<file path="src/rtl/owc_pkg.sv">
package owc_pkg;
  // Steps of the divide-by-four sequencer; order is behaviour.
  typedef enum logic [1:0] {
    STEP_GAP0 = 2'd0,
    STEP_A    = 2'd1,
    STEP_GAP2 = 2'd2,
    STEP_B    = 2'd3
  } ph_step_e;
endpackage

</file>
<file path="src/rtl/owc_phase_gen.sv">
module owc_phase_gen
  import owc_pkg::*;
(
  input  logic clk_i,
  input  logic rst_ni,
  input  logic run_i,
  input  logic swap_i,
  output logic acq_o,
  output logic xfer_o,
  output logic bit_en_o
);
  ph_step_e step_q, step_d;

  always_comb begin
    if (run_i) step_d = ph_step_e'(step_q + 2'd1);
    else       step_d = STEP_GAP0;
  end

  always_ff @(posedge clk_i or negedge rst_ni) begin
    if (!rst_ni) step_q <= STEP_GAP0;
    else         step_q <= step_d;
  end

  logic in_a, in_b;
  assign in_a     = run_i && (step_q == STEP_A);
  assign in_b     = run_i && (step_q == STEP_B);
  assign acq_o    = swap_i ? in_b : in_a;
  assign xfer_o   = swap_i ? in_a : in_b;
  assign bit_en_o = in_b;


  phases_disjoint_chk: assert property (@(posedge clk_i) disable iff (!rst_ni)
    $onehot0({acq_o, xfer_o}));

  bit_en_single_chk: assert property (@(posedge clk_i) disable iff (!rst_ni)
    bit_en_o |=> !bit_en_o);

  xfer_single_chk: assert property (@(posedge clk_i) disable iff (!rst_ni)
    xfer_o |=> !xfer_o);
endmodule

</file>
<file path="src/rtl/owc_pwm.sv">
module owc_pwm #(
  parameter int DEC_MIN_LOG = 5,
  parameter int DEC_SEL_W   = 2,
  parameter int CNT_W       = 10
) (
  input  logic                 clk_i,
  input  logic                 rst_ni,
  input  logic                 run_i,
  input  logic [DEC_SEL_W-1:0] dec_sel_i,
  input  logic [CNT_W-1:0]     cmp_i,
  output logic                 word_o,
  output logic                 irq_o,
  output logic                 resume_o
);
  logic [CNT_W-1:0] cnt_q, cnt_d;
  logic [CNT_W-1:0] cmp_q, cmp_d;
  logic [CNT_W:0]   span_w;
  logic [CNT_W-1:0] reload_w;
  logic             tc_w;

  // period length 4*D = 2^(DEC_MIN_LOG + 2 + sel)
  assign span_w   = {{CNT_W{1'b0}}, 1'b1} << (DEC_MIN_LOG + 2 + int'(dec_sel_i));
  assign reload_w = span_w[CNT_W-1:0] - {{(CNT_W-1){1'b0}}, 1'b1};
  assign tc_w     = run_i && (cnt_q == '0);

  always_comb begin
    cnt_d = cnt_q;
    cmp_d = cmp_q;
    if (!run_i || tc_w) begin
      cnt_d = reload_w;
      cmp_d = cmp_i;
    end else begin
      cnt_d = cnt_q - {{(CNT_W-1){1'b0}}, 1'b1};
    end
  end

  always_ff @(posedge clk_i or negedge rst_ni) begin
    if (!rst_ni) begin
      cnt_q <= '0;
      cmp_q <= '0;
    end else begin
      cnt_q <= cnt_d;
      cmp_q <= cmp_d;
    end
  end

  assign word_o   = run_i && (cnt_q != '0) && (cnt_q <= cmp_q);
  assign irq_o    = tc_w && (cmp_q != '0);
  assign resume_o = tc_w && (cmp_q == '0) && (cmp_i != '0);


  reload_nonzero_chk: assert property (@(posedge clk_i) disable iff (!rst_ni)
    tc_w |=> (cnt_q != '0));

  word_fall_at_tc_chk: assert property (@(posedge clk_i) disable iff (!rst_ni)
    (run_i && $past(run_i) && $fell(word_o)) |-> tc_w);

  irq_word_low_chk: assert property (@(posedge clk_i) disable iff (!rst_ni)
    irq_o |-> !word_o);

  cmp_shadow_chk: assert property (@(posedge clk_i) disable iff (!rst_ni)
    (run_i && $past(run_i) && !$past(tc_w)) |-> $stable(cmp_q));
endmodule

</file>
<file path="src/rtl/owc_sample_flags.sv">
module owc_sample_flags (
  input  logic clk_i,
  input  logic rst_ni,
  input  logic run_i,
  input  logic irq_i,
  input  logic clr_i,
  input  logic resume_i,
  output logic rdy_o,
  output logic discard_o
);
  logic       rdy_q, rdy_d;
  logic [1:0] skip_q, skip_d;

  always_comb begin
    rdy_d  = irq_i | (rdy_q & ~clr_i);
    skip_d = skip_q;
    if (!run_i)                       skip_d = 2'd0;
    else if (resume_i)                skip_d = 2'd2;
    else if (irq_i && skip_q != 2'd0) skip_d = skip_q - 2'd1;
  end

  always_ff @(posedge clk_i or negedge rst_ni) begin
    if (!rst_ni) begin
      rdy_q  <= 1'b0;
      skip_q <= 2'd0;
    end else begin
      rdy_q  <= rdy_d;
      skip_q <= skip_d;
    end
  end

  assign rdy_o     = rdy_q;
  assign discard_o = (skip_q != 2'd0);


  rdy_after_irq_chk: assert property (@(posedge clk_i) disable iff (!rst_ni)
    irq_i |=> rdy_o);

  discard_end_chk: assert property (@(posedge clk_i) disable iff (!rst_ni)
    (run_i && $past(run_i) && $fell(discard_o)) |-> $past(irq_i));
endmodule

</file>
<file path="src/rtl/owc_word_clk_gen.sv">
module owc_word_clk_gen #(
  parameter int DEC_MIN_LOG = 5,
  parameter int DEC_SEL_W   = 2,
  parameter int SYNC_STAGES = 2,
  localparam int CNT_W      = DEC_MIN_LOG + 2 + (1 << DEC_SEL_W) - 1
) (
  input  logic                 clk_i,
  input  logic                 rst_ni,
  input  logic                 enable_i,
  input  logic [DEC_SEL_W-1:0] dec_sel_i,
  input  logic [CNT_W-1:0]     pulse_cmp_i,
  input  logic                 phase_swap_i,
  input  logic                 flag_clr_i,
  output logic                 acq_ph_o,
  output logic                 xfer_ph_o,
  output logic                 bit_en_o,
  output logic                 word_clk_o,
  output logic                 sample_irq_o,
  output logic                 data_rdy_o,
  output logic                 discard_o,
  output logic                 integ_rst_o
);
  // asynchronous assertion, synchronous release
  logic [SYNC_STAGES-1:0] rst_sync_q;
  logic                   rst_n_int;

  always_ff @(posedge clk_i or negedge rst_ni) begin
    if (!rst_ni) rst_sync_q <= '0;
    else         rst_sync_q <= {rst_sync_q[SYNC_STAGES-2:0], 1'b1};
  end
  assign rst_n_int = rst_sync_q[SYNC_STAGES-1];

  logic resume_w;

  owc_phase_gen u_phase (
    .clk_i    (clk_i),
    .rst_ni   (rst_n_int),
    .run_i    (enable_i),
    .swap_i   (phase_swap_i),
    .acq_o    (acq_ph_o),
    .xfer_o   (xfer_ph_o),
    .bit_en_o (bit_en_o)
  );

  owc_pwm #(
    .DEC_MIN_LOG (DEC_MIN_LOG),
    .DEC_SEL_W   (DEC_SEL_W),
    .CNT_W       (CNT_W)
  ) u_pwm (
    .clk_i     (clk_i),
    .rst_ni    (rst_n_int),
    .run_i     (enable_i),
    .dec_sel_i (dec_sel_i),
    .cmp_i     (pulse_cmp_i),
    .word_o    (word_clk_o),
    .irq_o     (sample_irq_o),
    .resume_o  (resume_w)
  );

  owc_sample_flags u_flags (
    .clk_i     (clk_i),
    .rst_ni    (rst_n_int),
    .run_i     (enable_i),
    .irq_i     (sample_irq_o),
    .clr_i     (flag_clr_i),
    .resume_i  (resume_w),
    .rdy_o     (data_rdy_o),
    .discard_o (discard_o)
  );

  assign integ_rst_o = ~enable_i;


  idle_quiet_chk: assert property (@(posedge clk_i) disable iff (!rst_n_int)
    !enable_i |-> !(word_clk_o || sample_irq_o || acq_ph_o || xfer_ph_o || bit_en_o));

  bit_en_with_phase_chk: assert property (@(posedge clk_i) disable iff (!rst_n_int)
    bit_en_o |-> (acq_ph_o || xfer_ph_o));
endmodule

</file>
<file path="config.mk">
export PLATFORM = sky130hd
export DESIGN_NAME = owc_word_clk_gen
export DESIGN_NICKNAME = d
export VERILOG_FILES = /design/src/rtl/owc_pkg.sv /design/src/rtl/owc_phase_gen.sv /design/src/rtl/owc_pwm.sv /design/src/rtl/owc_sample_flags.sv /design/src/rtl/owc_word_clk_gen.sv
export SDC_FILE = /design/constraint.sdc
export NUM_CORES = 1
export LEC_CHECK = 0
export BUFFER_PORTS_ARGS = -buffer_cell sky130_fd_sc_hd__buf_4
export CAP_MARGIN = 5
export CORE_UTILIZATION = 40
export CTS_BUF_LIST = sky130_fd_sc_hd__clkbuf_8
export DETAILED_ROUTE_END_ITERATION = 10
export GPL_TIMING_DRIVEN = 0
export MAX_ROUTING_LAYER = met4
export PLACE_DENSITY_LB_ADDON = 0.2
export SLEW_MARGIN = 20
export SYNTH_ARGS = -nofsm -noshare
export SYNTH_HDL_FRONTEND = slang
export SYNTH_SLANG_ARGS = --single-unit
export TNS_END_PERCENT = 100
</file>
<file path="constraint.sdc">
create_clock -name clk_i -period 1.6 [get_ports clk_i]
set_input_delay 0.24 -clock clk_i [delete_from_list [all_inputs] [get_ports clk_i]]
set_output_delay 0.24 -clock clk_i [all_outputs]
set_load 0.005 [all_outputs]
</file>
==> results of run 1 <==
final timing paths:
kind | depth (start not counted) | to | start | slack, ps
max in group asynchronous | 0 | u_pwm.cnt_q[4] | rst_sync_q[1] | 530
min in group asynchronous | 2 | rst_sync_q[0] | rst_ni | 270
worst min-delay path | 2 | u_pwm.cmp_q[1] | pulse_cmp_i[1] | 210
worst max-delay path | 8 | word_clk_o | u_pwm.cmp_q[6] | -460
worst min register to register | 0 | rst_sync_q[1] | rst_sync_q[0] | 360
worst max register to register | 6 | u_flags.skip_q[1] | u_pwm.cnt_q[6] | -260
area by class of cell:
type / count / area [sq um] / area share [%]
Multi-Input combinational cell: 104 / 902 / 42.2
Sequential cell: 27 / 682 / 31.9
Timing Repair Buffer: 43 / 359 / 16.8
Inverter: 19 / 71.3 / 3.34
Tap cell: 48 / 60.1 / 2.81
Clock buffer: 3 / 41.3 / 1.93
Buffer: 3 / 18.8 / 0.878
Clock inverter: 1 / 3.75 / 0.176
per-stage QoR:
step | total power [mW] | instances
6_report | 1.72 | 248
5_1_grt | 1.85 | 248
3_5_place_dp | 1.22 | 225
4_1_cts | 1.69 | 243
2_1_floorplan | 1.09 | 153
3_3_place_gp | 1.20 | 225
worst max-delay path, stage by stage (launching register included):
cell	delay, ps
dfrtp_1	410
inv_1	100
ha_4	270
and3_4	170
nand3_2	70
o31a_1	240
o21ai_1	70
a21boi_1	90
buf_4	140
kinds of logic after synthesis:
logic type      after synthesis  share of synthesized area, %
mux                          13                          9.32
compound gates               29                          11.3
simple gates                 42                          15.3
buf+inv                      22                          5.83
fa+ha+maj                    14                          11.3
other cells                   1                         0.243
xor+xnor                      5                          2.84
flops                        27                          43.8
flip-flops by register name (all words and copies together) (netlist names):
signal and cells:
u_pwm.cnt_q 10, u_pwm.cmp_q 10, u_flags.rdy_o 1, u_flags.skip_q 2
u_phase.step_q 2, rst_sync_q 2
power by group through the flow:
stage	Sequential [mW]	Combinational, mW	Clock [mW]
3_5_place_dp	0.874	0.350	0
4_1_cts	0.862	0.433	0.391
2_1_floorplan	0.841	0.249	0
5_1_grt	0.879	0.549	0.421
6_report	0.865	0.484	0.374
3_3_place_gp	0.871	0.328	0
synth_stat cells (2+ instances only):
library cell  instances  area, sq um
dfrtp_1              27          676
inv_1                19         71.3
ha_1                 14          175
a21oi_1              11         55.1
mux2_2               11          124
nor2_1                9         33.8
nand2_1               8         30.0
nand3_1               6         30.0
nor4_1                6         37.5
o21ai_0               6         30.0
and3_1                4         25.0
a31oi_1               3         18.8
xnor2_1               3         26.3
a21o_1                2         15.0
clkbuf_1              2         7.51
mux2i_1               2         20.0
nor3_1                2         10.0
o31a_1                2         17.5
xor2_1                2         17.5
placed cells by master (no fill, tap or decap), types with 2 or more instances in the layout:
cell / Yosys / layout
nand2_1: 8 / 7
a21o_1: 2 / 2
xor2_1: 2 / 2
mux2_4: 0 / 2
o21ai_0: 6 / 3
inv_1: 19 / 20
mux2_2: 11 / 9
a21oi_2: 0 / 3
o21ai_1: 0 / 2
nand3_1: 6 / 5
ha_4: 0 / 3
buf_4: 0 / 34
clkbuf_8: 0 / 3
xnor2_1: 3 / 2
ha_1: 14 / 11
nor4_2: 0 / 2
o31a_1: 2 / 2
nor2_1: 9 / 9
mux2i_1: 2 / 2
dfrtp_2: 0 / 5
a31oi_1: 3 / 2
dfrtp_1: 27 / 22
buf_6: 1 / 8
a21oi_1: 11 / 8
and3_4: 1 / 3
clkbuf_1: 2 / 2
nor4_1: 6 / 4
and3_1: 4 / 2
timing repair:
item | 4_1_cts | 5_1_grt
resized for setup | 23 | 11
setup endpoints to repair | 17 | 20
setup buffers | 13 | 5
hold endpoints to repair | 2 | 0
pin swaps | 5 | 5
hold buffers | 1 | 0
layer usage:
metal	vias to the layer above	GRT usage [%]	part of all wire, %
li1	629	-	-
met1	632	22.9	45
met2	16	32.7	52
met3	2	4.29	3.1
met4	0	3.33	0.53
met5	-	-	0
==> metrics, run 1 <==
status=finished, violations left; failing checks=negative setup slack; Clock Skew=~5.7 ps; unrepaired setup endpoints after global routing=yes; Clock transition at path regs=90 ps; Max VDD drop=roughly 500 uV; Hold WS=around 210 ps; Slew Viols, Final=0; # DRC=0; total global routing track utilization=a little under a fifth; Synth Flop Type=dfrtp_1; EDFF count, synth=0; Crit Path Max Fanout=3; htree depth=1; mean area per synthesized cell=10.1 sq um; num rows=22; clock root buffer=clkbuf_8; Area after DPL=1800 sq um; # IOs=25; CTS tree=built; Clk Latency, worst-skew pair=270 ps; setup total negative slack=-2730 ps; leak pwr=between 1 and 1.5 nW; placer congestion estimate=0.755; Placement Setup Slack=-288 ps; Final Critical Period=between 2000 and 2500 ps; core area=between 3000 and 4000 sq um; post-synthesis instance area=around 1500 sq um; clk sink count=27; critical path type=flop to output pin; Ys Warns=0; Layout Utilization=between 50% and 60%; starting DRC count in detailed routing=just over 70; Max clock buf depth=2; Pint=1.19 mW; # setup viols final=18; final hold viol count=0; global route overflow=0; vias per cell=between 5 and 6; first-pass GRT wire length=a little under 6000 um; Die Wd=64.1 um; WP data required=1360 ps; filler instances=~330; min-delay worst type=input pin to flop; initial antenna violation count=0; sw power=between 0.5 and 0.6 mW; DR WL/cell=~14 um; pin count of the biggest net entering global routing=26; part of the cycle the worst path needs=129%; Finished Cell Area=about 2100 sq um; max-cap viol count=0; DRT antenna net count=0; final net count=~230; Seq/Total Area, Yosys=between 40% and 50%; vias in the first global route=between 1000 and 1500; element type at the critical path start=flop; share of flip-flops with an asynchronous set or reset=100%; crit path DAT=between 1500 and 2000 ps; Achievable Freq=around 490 MHz; pwr dens=slightly above 800 nW/um^2; synth unique cells=33; type of element capturing the critical path=output pin; P&R area growth vs syn=38.5%; Reg power frac=50.2%; layout cell share with drive strength beyond 1=a little over two fifths; final wirelength=roughly 3400 um; Syn Nets=around 180; Logic pwr share=about 28%; # diodes=0; Initial Utilization=approximately two fifths; clock group share of total power=roughly 22%; DIE AREA=between 4000 and 5000 sq um; Num CTS Buffers=3; Port-buffer cells=24; Net Sw Frac=between 30% and 40%; detailed placement HPWL=around 2400 um; via count=about 1300; Final WS setup=-458 ps; FF+latch count, synth=27; Worst Max-Slew Pin Slew=983 ps; chip height=64.1 um; Relative slew margins=between 30% and 40%; DR pass1 iterations=4; Cells after Synth=153
No activity file was read; power rests on OpenSTA's default activity.
==> run 2, diff against run 1 <==
--- a/config.mk
+++ b/config.mk
@@ -5,6 +5,7 @@
 export SDC_FILE = /design/constraint.sdc
 export NUM_CORES = 1
 export LEC_CHECK = 0
+export ABC_CLOCK_PERIOD_IN_PS = 1600
 export BUFFER_PORTS_ARGS = -buffer_cell sky130_fd_sc_hd__buf_4
 export CAP_MARGIN = 5
 export CORE_UTILIZATION = 40
@@ -16,5 +17,6 @@
 export SLEW_MARGIN = 20
 export SYNTH_ARGS = -nofsm -noshare
 export SYNTH_HDL_FRONTEND = slang
+export SYNTH_HIERARCHICAL = 1
 export SYNTH_SLANG_ARGS = --single-unit
 export TNS_END_PERCENT = 100
==> metrics, run 2 <==
element type at the critical path start=flop; Slew Viols, Final=0 (unchanged); global route overflow=0 (unchanged); Layout Utilization=61.0% (+3.1 points); min-delay worst type=input pin to flop; Clock transition at path regs=100 ps (about the same); Final WS setup=-552 ps (-94.6 ps); Port-buffer cells=24 (unchanged); largest family of logic cells by synthesized area=simple AND/OR/NAND/NOR gates; CP most frequent cell=nor3_2; unrepaired setup endpoints after global routing=yes; mean area per synthesized cell=9.79 sq um (-3.0%); Die Wd=64.8 um (+1.0%); final wirelength=4030 um (+19%); commonest non-fill, non-tap cells in the layout=buf_4 (40), dfrtp_1 (23), inv_1 (18); DRT antenna net count=0 (unchanged); Relative slew margins=33.1% (-1.3 points); vias per cell=5.42 (+5.0%); vias in the first global route=1353 (+4.5%); max-cap viol count=0 (unchanged); most common cell after layout, fill and taps aside=buf_4; WL met2=2180 um (+24%); top post-synthesis cells by area=dfrtp_1 (43%), ha_1 (11%), inv_1 (4.3%); Ys Warns=6 (+6); pin count of the biggest net entering global routing=26 (unchanged); pwr dens=749 nW/um^2 (-7.0%); WP data required=1360 ps (about the same); clk sink count=27 (unchanged); leak pwr=1.05 nW (+3.3%); CTS tree=built; status=finished, violations left; synth unique cells=47 (+42%); Synth top cells by count=dfrtp_1 (27), inv_1 (18), nand2_1 (18), ha_1 (14), o21ai_1 (9); detailed placement HPWL=2610 um (+8.4%); Placement Setup Slack=-591 ps (-302 ps); placer congestion estimate=0.816 (+8.0%); # setup viols final=20 (+2); DR WL/cell=15.5 um (+13%); Worst Max-Slew Pin Slew=1000 ps (+20.2 ps); # diodes=0 (unchanged); Cells after Synth=161 (+5.2%); DR pass1 iterations=5 (+1); Simple-Gate Fraction of Synth Area=20.9% (+5.6 points); final hold viol count=0 (unchanged); CP cell instances=ha_1 -> nand4_1 -> nor3_2 -> a21oi_1 -> nor3_2 -> buf_4; post-synthesis mux area share=1.98% (-7.3 points); Crit Path Max Fanout=6 (+3); chip height=64.8 um (+1.0%); # IOs=25 (unchanged); P&R area growth vs syn=43.9%; core area=3720 sq um (+0.75%); post-synthesis instance area=1580 sq um (+2.1%); FF+latch count, synth=27 (unchanged); CP max stage delay=470 ps (+60 ps); Max clock buf depth=2 (unchanged); initial antenna violation count=0 (unchanged); slowest CP cell=dfrtp_2; Largest regs=u_pwm/cmp_q: 10 flops, u_pwm/cnt_q: 10 flops; Yosys top cell by area=dfrtp_1; first-pass GRT wire length=6000 um (+3.5%); clock root buffer=clkbuf_8; DIE AREA=4200 sq um (+2.0%); EDFF count, synth=0 (unchanged); Syn Nets=192 (+4.3%); failing checks=negative setup slack; Achievable Freq=465 MHz (-4.4%); htree depth=1 (unchanged); Final Critical Period=2150 ps (+94.6 ps); Adder-Cell Fraction of Synth Area=11.1% (-0.23 points); area share of xor/xnor cells in the synthesized design=2.22% (-0.61 points); R2R cell count=7 (+1); layout cell share with drive strength beyond 1=46.2% (+4.2 points); DR top layer=met4; Num CTS Buffers=3 (unchanged); crit path DAT=1910 ps (+90 ps); final net count=244 (+5.2%); share of flip-flops with an asynchronous set or reset=100% (unchanged); Synth Flop Type=dfrtp_1; metal3 WL=138 um (+31%); Clock Skew=6.12 ps (+0.409 ps); Seq/Total Area, Yosys=42.9% (-0.90 points); top-area cell type share of the netlist area=42.9% (-0.90 points); post-synthesis compound-gate area fraction=14.6% (+3.3 points); # DRC=0 (unchanged); num rows=22 (unchanged); most common cell in the netlist=dfrtp_1; met1 wire length=1640 um (+8.5%); critical path type=flop to output pin; total global routing track utilization=19.5% (+0.54 points); Max VDD drop=448 uV (-8.0%); worst hold path depth=3 (+1); Clk Latency, worst-skew pair=280 ps (about the same); via count=1408 (+10%); Initial Utilization=42.4% (+0.57 points); part of the cycle the worst path needs=135% (+5.9 points); type of element capturing the critical path=output pin; filler instances=312 (-6.6%); starting DRC count in detailed routing=57 (-20%)
## run 2: power breakdown
| group | internal [mW] | leakage [nW] | switching (mW) |
|---|---|---|---|
| Clock | 0.177 | 0.0217 | 0.220 |
| Combinational | 0.246 | 0.707 | 0.240 |
| Sequential | 0.746 | 0.320 | 0.0709 |
| Total | 1.17 | 1.05 | 0.531 |
## run 2: worst max-delay path, delay by kind of cell, from the launching register on
family | cells | cell delay, ps
AND/OR/NAND/NOR | 3 | 580
flip-flops | 1 | 470
AO/OA/AOI/OAI | 1 | 110
adder cells (fa/ha/maj) | 1 | 330
buffers and inverters | 1 | 130
## run 2: repair_timing
item                       CTS  global route
resized for setup           22            25
hold buffers                 1             0
setup endpoints to repair   21            20
hold endpoints to repair     2             0
setup buffers               11            14
pin swaps                    8            13
gates cloned                 1             0
## run 2: cell families after synthesis
kind of cell               after synthesis
AOI/OAI and AO/OA                       31
DFF                                     27
buffers and inverters                   23
xor gates and xnor gates                 4
muxes                                    3
other                                    1
and+or+nand+nor                         58
adders and majority gates               14
## run 2: path summary, 6_finish.rpt
kind | start | end | slack (ps)
max reg2reg | u_pwm/cnt_q[4] | u_flags/skip_q[1] | -550
min reg2reg | rst_sync_q[0] | rst_sync_q[1] | 370
min | pulse_cmp_i[4] | u_pwm/cmp_q[4] | 180
max in group asynchronous | rst_sync_q[1] | u_pwm/cnt_q[8] | 510
max | u_pwm/cnt_q[8] | word_clk_o | -550
min in group asynchronous | rst_ni | rst_sync_q[0] | 270
## run 2: cell type report
class                      count  area (sq um)  area share (%)
buffer                         3          27.5            1.21
clock buffer                   3          41.3            1.82
clock inverter                 1          7.51           0.331
inverter                      18          67.6            2.98
multi-input combinational    111           983            43.4
sequential                    27           681            30.0
tap                           48          60.1            2.65
timing repair buffer          49           400            17.7
## run 2: metal layers
metal / vias to the layer above / track usage (%)
li1: 669 / -
met1: 703 / 23.1
met2: 28 / 32.9
met3: 8 / 2.99
met4: 0 / 7.78
met5: - / -
## run 2: per-stage QoR
step | hold WS, ps | power [mW] | cells | setup TNS [ps] | instance area, sq um
after global routing | 173 | 1.80 | 260 | -7000 | 2270
after floorplan | -55.6 | 1.04 | 161 | -3230 | 1620
after detailed placement | 25.2 | 1.18 | 233 | -7760 | 1860
final | 179 | 1.70 | 260 | -6190 | 2270
after CTS | 170 | 1.64 | 248 | -7450 | 2080
after global placement | 23.1 | 1.15 | 233 | -7210 | 1860
==> run 3, diff against run 2 <==
--- a/config.mk
+++ b/config.mk
@@ -6,7 +6,7 @@
 export NUM_CORES = 1
 export LEC_CHECK = 0
 export ABC_CLOCK_PERIOD_IN_PS = 1600
-export BUFFER_PORTS_ARGS = -buffer_cell sky130_fd_sc_hd__buf_4
+export BUFFER_PORTS_ARGS = -buffer_cell sky130_fd_sc_hd__buf_2
 export CAP_MARGIN = 5
 export CORE_UTILIZATION = 40
 export CTS_BUF_LIST = sky130_fd_sc_hd__clkbuf_8
==> metrics, run 3 (same netlist as run 2, synthesis figures left out) <==
status=finished, violations left; failing checks=negative setup slack; DIE AREA=4200 sq um (unchanged); DR pass1 iterations=4 (-1); # setup viols final=20 (unchanged); initial antenna violation count=0 (unchanged); vias in the first global route=1261 (-6.8%); total power=1.65 mW (-3.2%); pin count of the biggest net entering global routing=26 (unchanged); via count=1326 (-5.8%); critical path type=flop to output pin; Crit Path Max Fanout=3 (-3); filler instances=329 (+5.4%); leak pwr=0.990 nW (-5.6%); layout cell share with drive strength beyond 1=41.1% (-5.1 points); part of the cycle the worst path needs=133% (-1.8 points); final hold viol count=0 (unchanged); reg2reg start=u_pwm/cnt_q[6]; Relative slew margins=63.5% (+30 points); detailed placement HPWL=2560 um (-2.2%); # diodes=0 (unchanged); CTS tree=built; first-pass GRT wire length=5640 um (-6.0%); placer congestion estimate=0.843 (+3.3%); unrepaired setup endpoints after global routing=yes; htree depth=1 (unchanged); Reg area=679 sq um (-0.18%); starting DRC count in detailed routing=50 (-12%); clock root buffer=clkbuf_8; Slew Viols, Final=0 (unchanged); Initial Utilization=42.4% (unchanged); Achievable Freq=471 MHz (+1.3%); hold_sp=pulse_cmp_i[7]; DR WL/cell=14.1 um (-8.7%); commonest non-fill, non-tap cells in the layout=buf_2 (24), dfrtp_1 (24), inv_1 (18); Worst Max-Slew Pin Slew=547 ps (-457 ps); max-cap viol count=0 (unchanged); global route overflow=0 (unchanged); multi-input logic area=958 sq um (-2.5%); Max VDD drop=434 uV (-3.2%); # DRC=0 (unchanged); chip height=64.8 um (unchanged); pwr dens=780 nW/um^2 (+4.1%); crit path DAT=1880 ps (-30 ps); vias per cell=5.30 (-2.1%); # IOs=25 (unchanged); element type at the critical path start=flop; Largest regs=u_pwm/cmp_q: 10 flops, u_pwm/cnt_q: 10 flops; Final Critical Period=2120 ps (-28.0 ps); Clock transition at path regs=90 ps (about the same); final wirelength=3540 um (-12%); Final WS setup=-524 ps (+28.0 ps); core area=3720 sq um (unchanged); Port-buffer cells=24 (unchanged); min-delay worst type=input pin to flop; Max clock buf depth=2 (unchanged); total global routing track utilization=18.2% (-1.2 points); final net count=234 (-4.1%); clk sink count=27 (unchanged); WP data required=1360 ps (about the same); P&R area growth vs syn=33.8%; Die Wd=64.8 um (unchanged); Num CTS Buffers=3 (unchanged); type of element capturing the critical path=output pin; Clock Skew=2.17 ps (-3.96 ps); setup total negative slack=-6420 ps (-224 ps); Clk Latency, worst-skew pair=270 ps (about the same); CP startpoint=u_pwm/cnt_q[6]; num rows=22 (unchanged); DRT antenna net count=0 (unchanged)
## run 3: final timing paths
path,endpoint,slack (ps),cells past startpoint
max in group asynchronous,u_pwm/cnt_q[8],950,0
min,u_pwm/cmp_q[7],190,3
min reg2reg,u_pwm/cnt_q[5],260,0
max,sample_irq_o,-520,5
min in group asynchronous,u_pwm/cnt_q[5],260,0
max reg2reg,u_flags/skip_q[1],-510,8
## run 3: layout make-up
cell class / instances / area share (%)
multi-input cells: 111 / 45.4
flip-flops and latches: 27 / 32.2
repair buffers: 39 / 12.6
inverters: 18 / 3.20
well taps: 48 / 2.85
clock buffers: 3 / 1.96
plain buffers: 3 / 1.48
clock inverters: 1 / 0.237
## run 3: what timing repair did
action	in CTS	in global routing
endpoints found under the hold margin	2	0
pin swaps	5	5
gates resized for setup	11	22
cloned	1	0
hold buffers	1	0
setup buffers	11	2
setup endpoints to repair	20	20
## run 3: where the power goes
group          total, mW  switching (mW)  internal, mW
clock network      0.384           0.209         0.175
registers          0.823          0.0780         0.745
logic              0.438           0.219         0.220
total               1.65           0.506          1.14
## run 3: critical path, stage by stage, from the launching register on
cell and delay (ps):
dfrtp_1 390, or4_4 590, nor4_4 170, nand3b_1 170
nor2b_2 160, buf_2 120
## run 3: per-stage QoR
step	setup slack, ps	util [%]	std cells	cell area (sq um)	hold WS [ps]
after floorplan	-403	-	161	1620	-55.6
after global placement	-552	48.6	233	1800	24.3
after detailed placement	-583	48.6	233	1800	25.7
after CTS	-591	53.8	248	2000	186
after global routing	-607	56.8	250	2110	186
final	-524	56.8	250	2110	188
## run 3: metal layers
metal / vias up / routed length [um] / GRT usage (%)
met1: 636 / 1620 / 23.4
li1: 653 / - / -
met5: - / 0 / -
met4: 0 / 53 / 8.33
met3: 5 / 126 / 2.11
met2: 32 / 1740 / 28.8
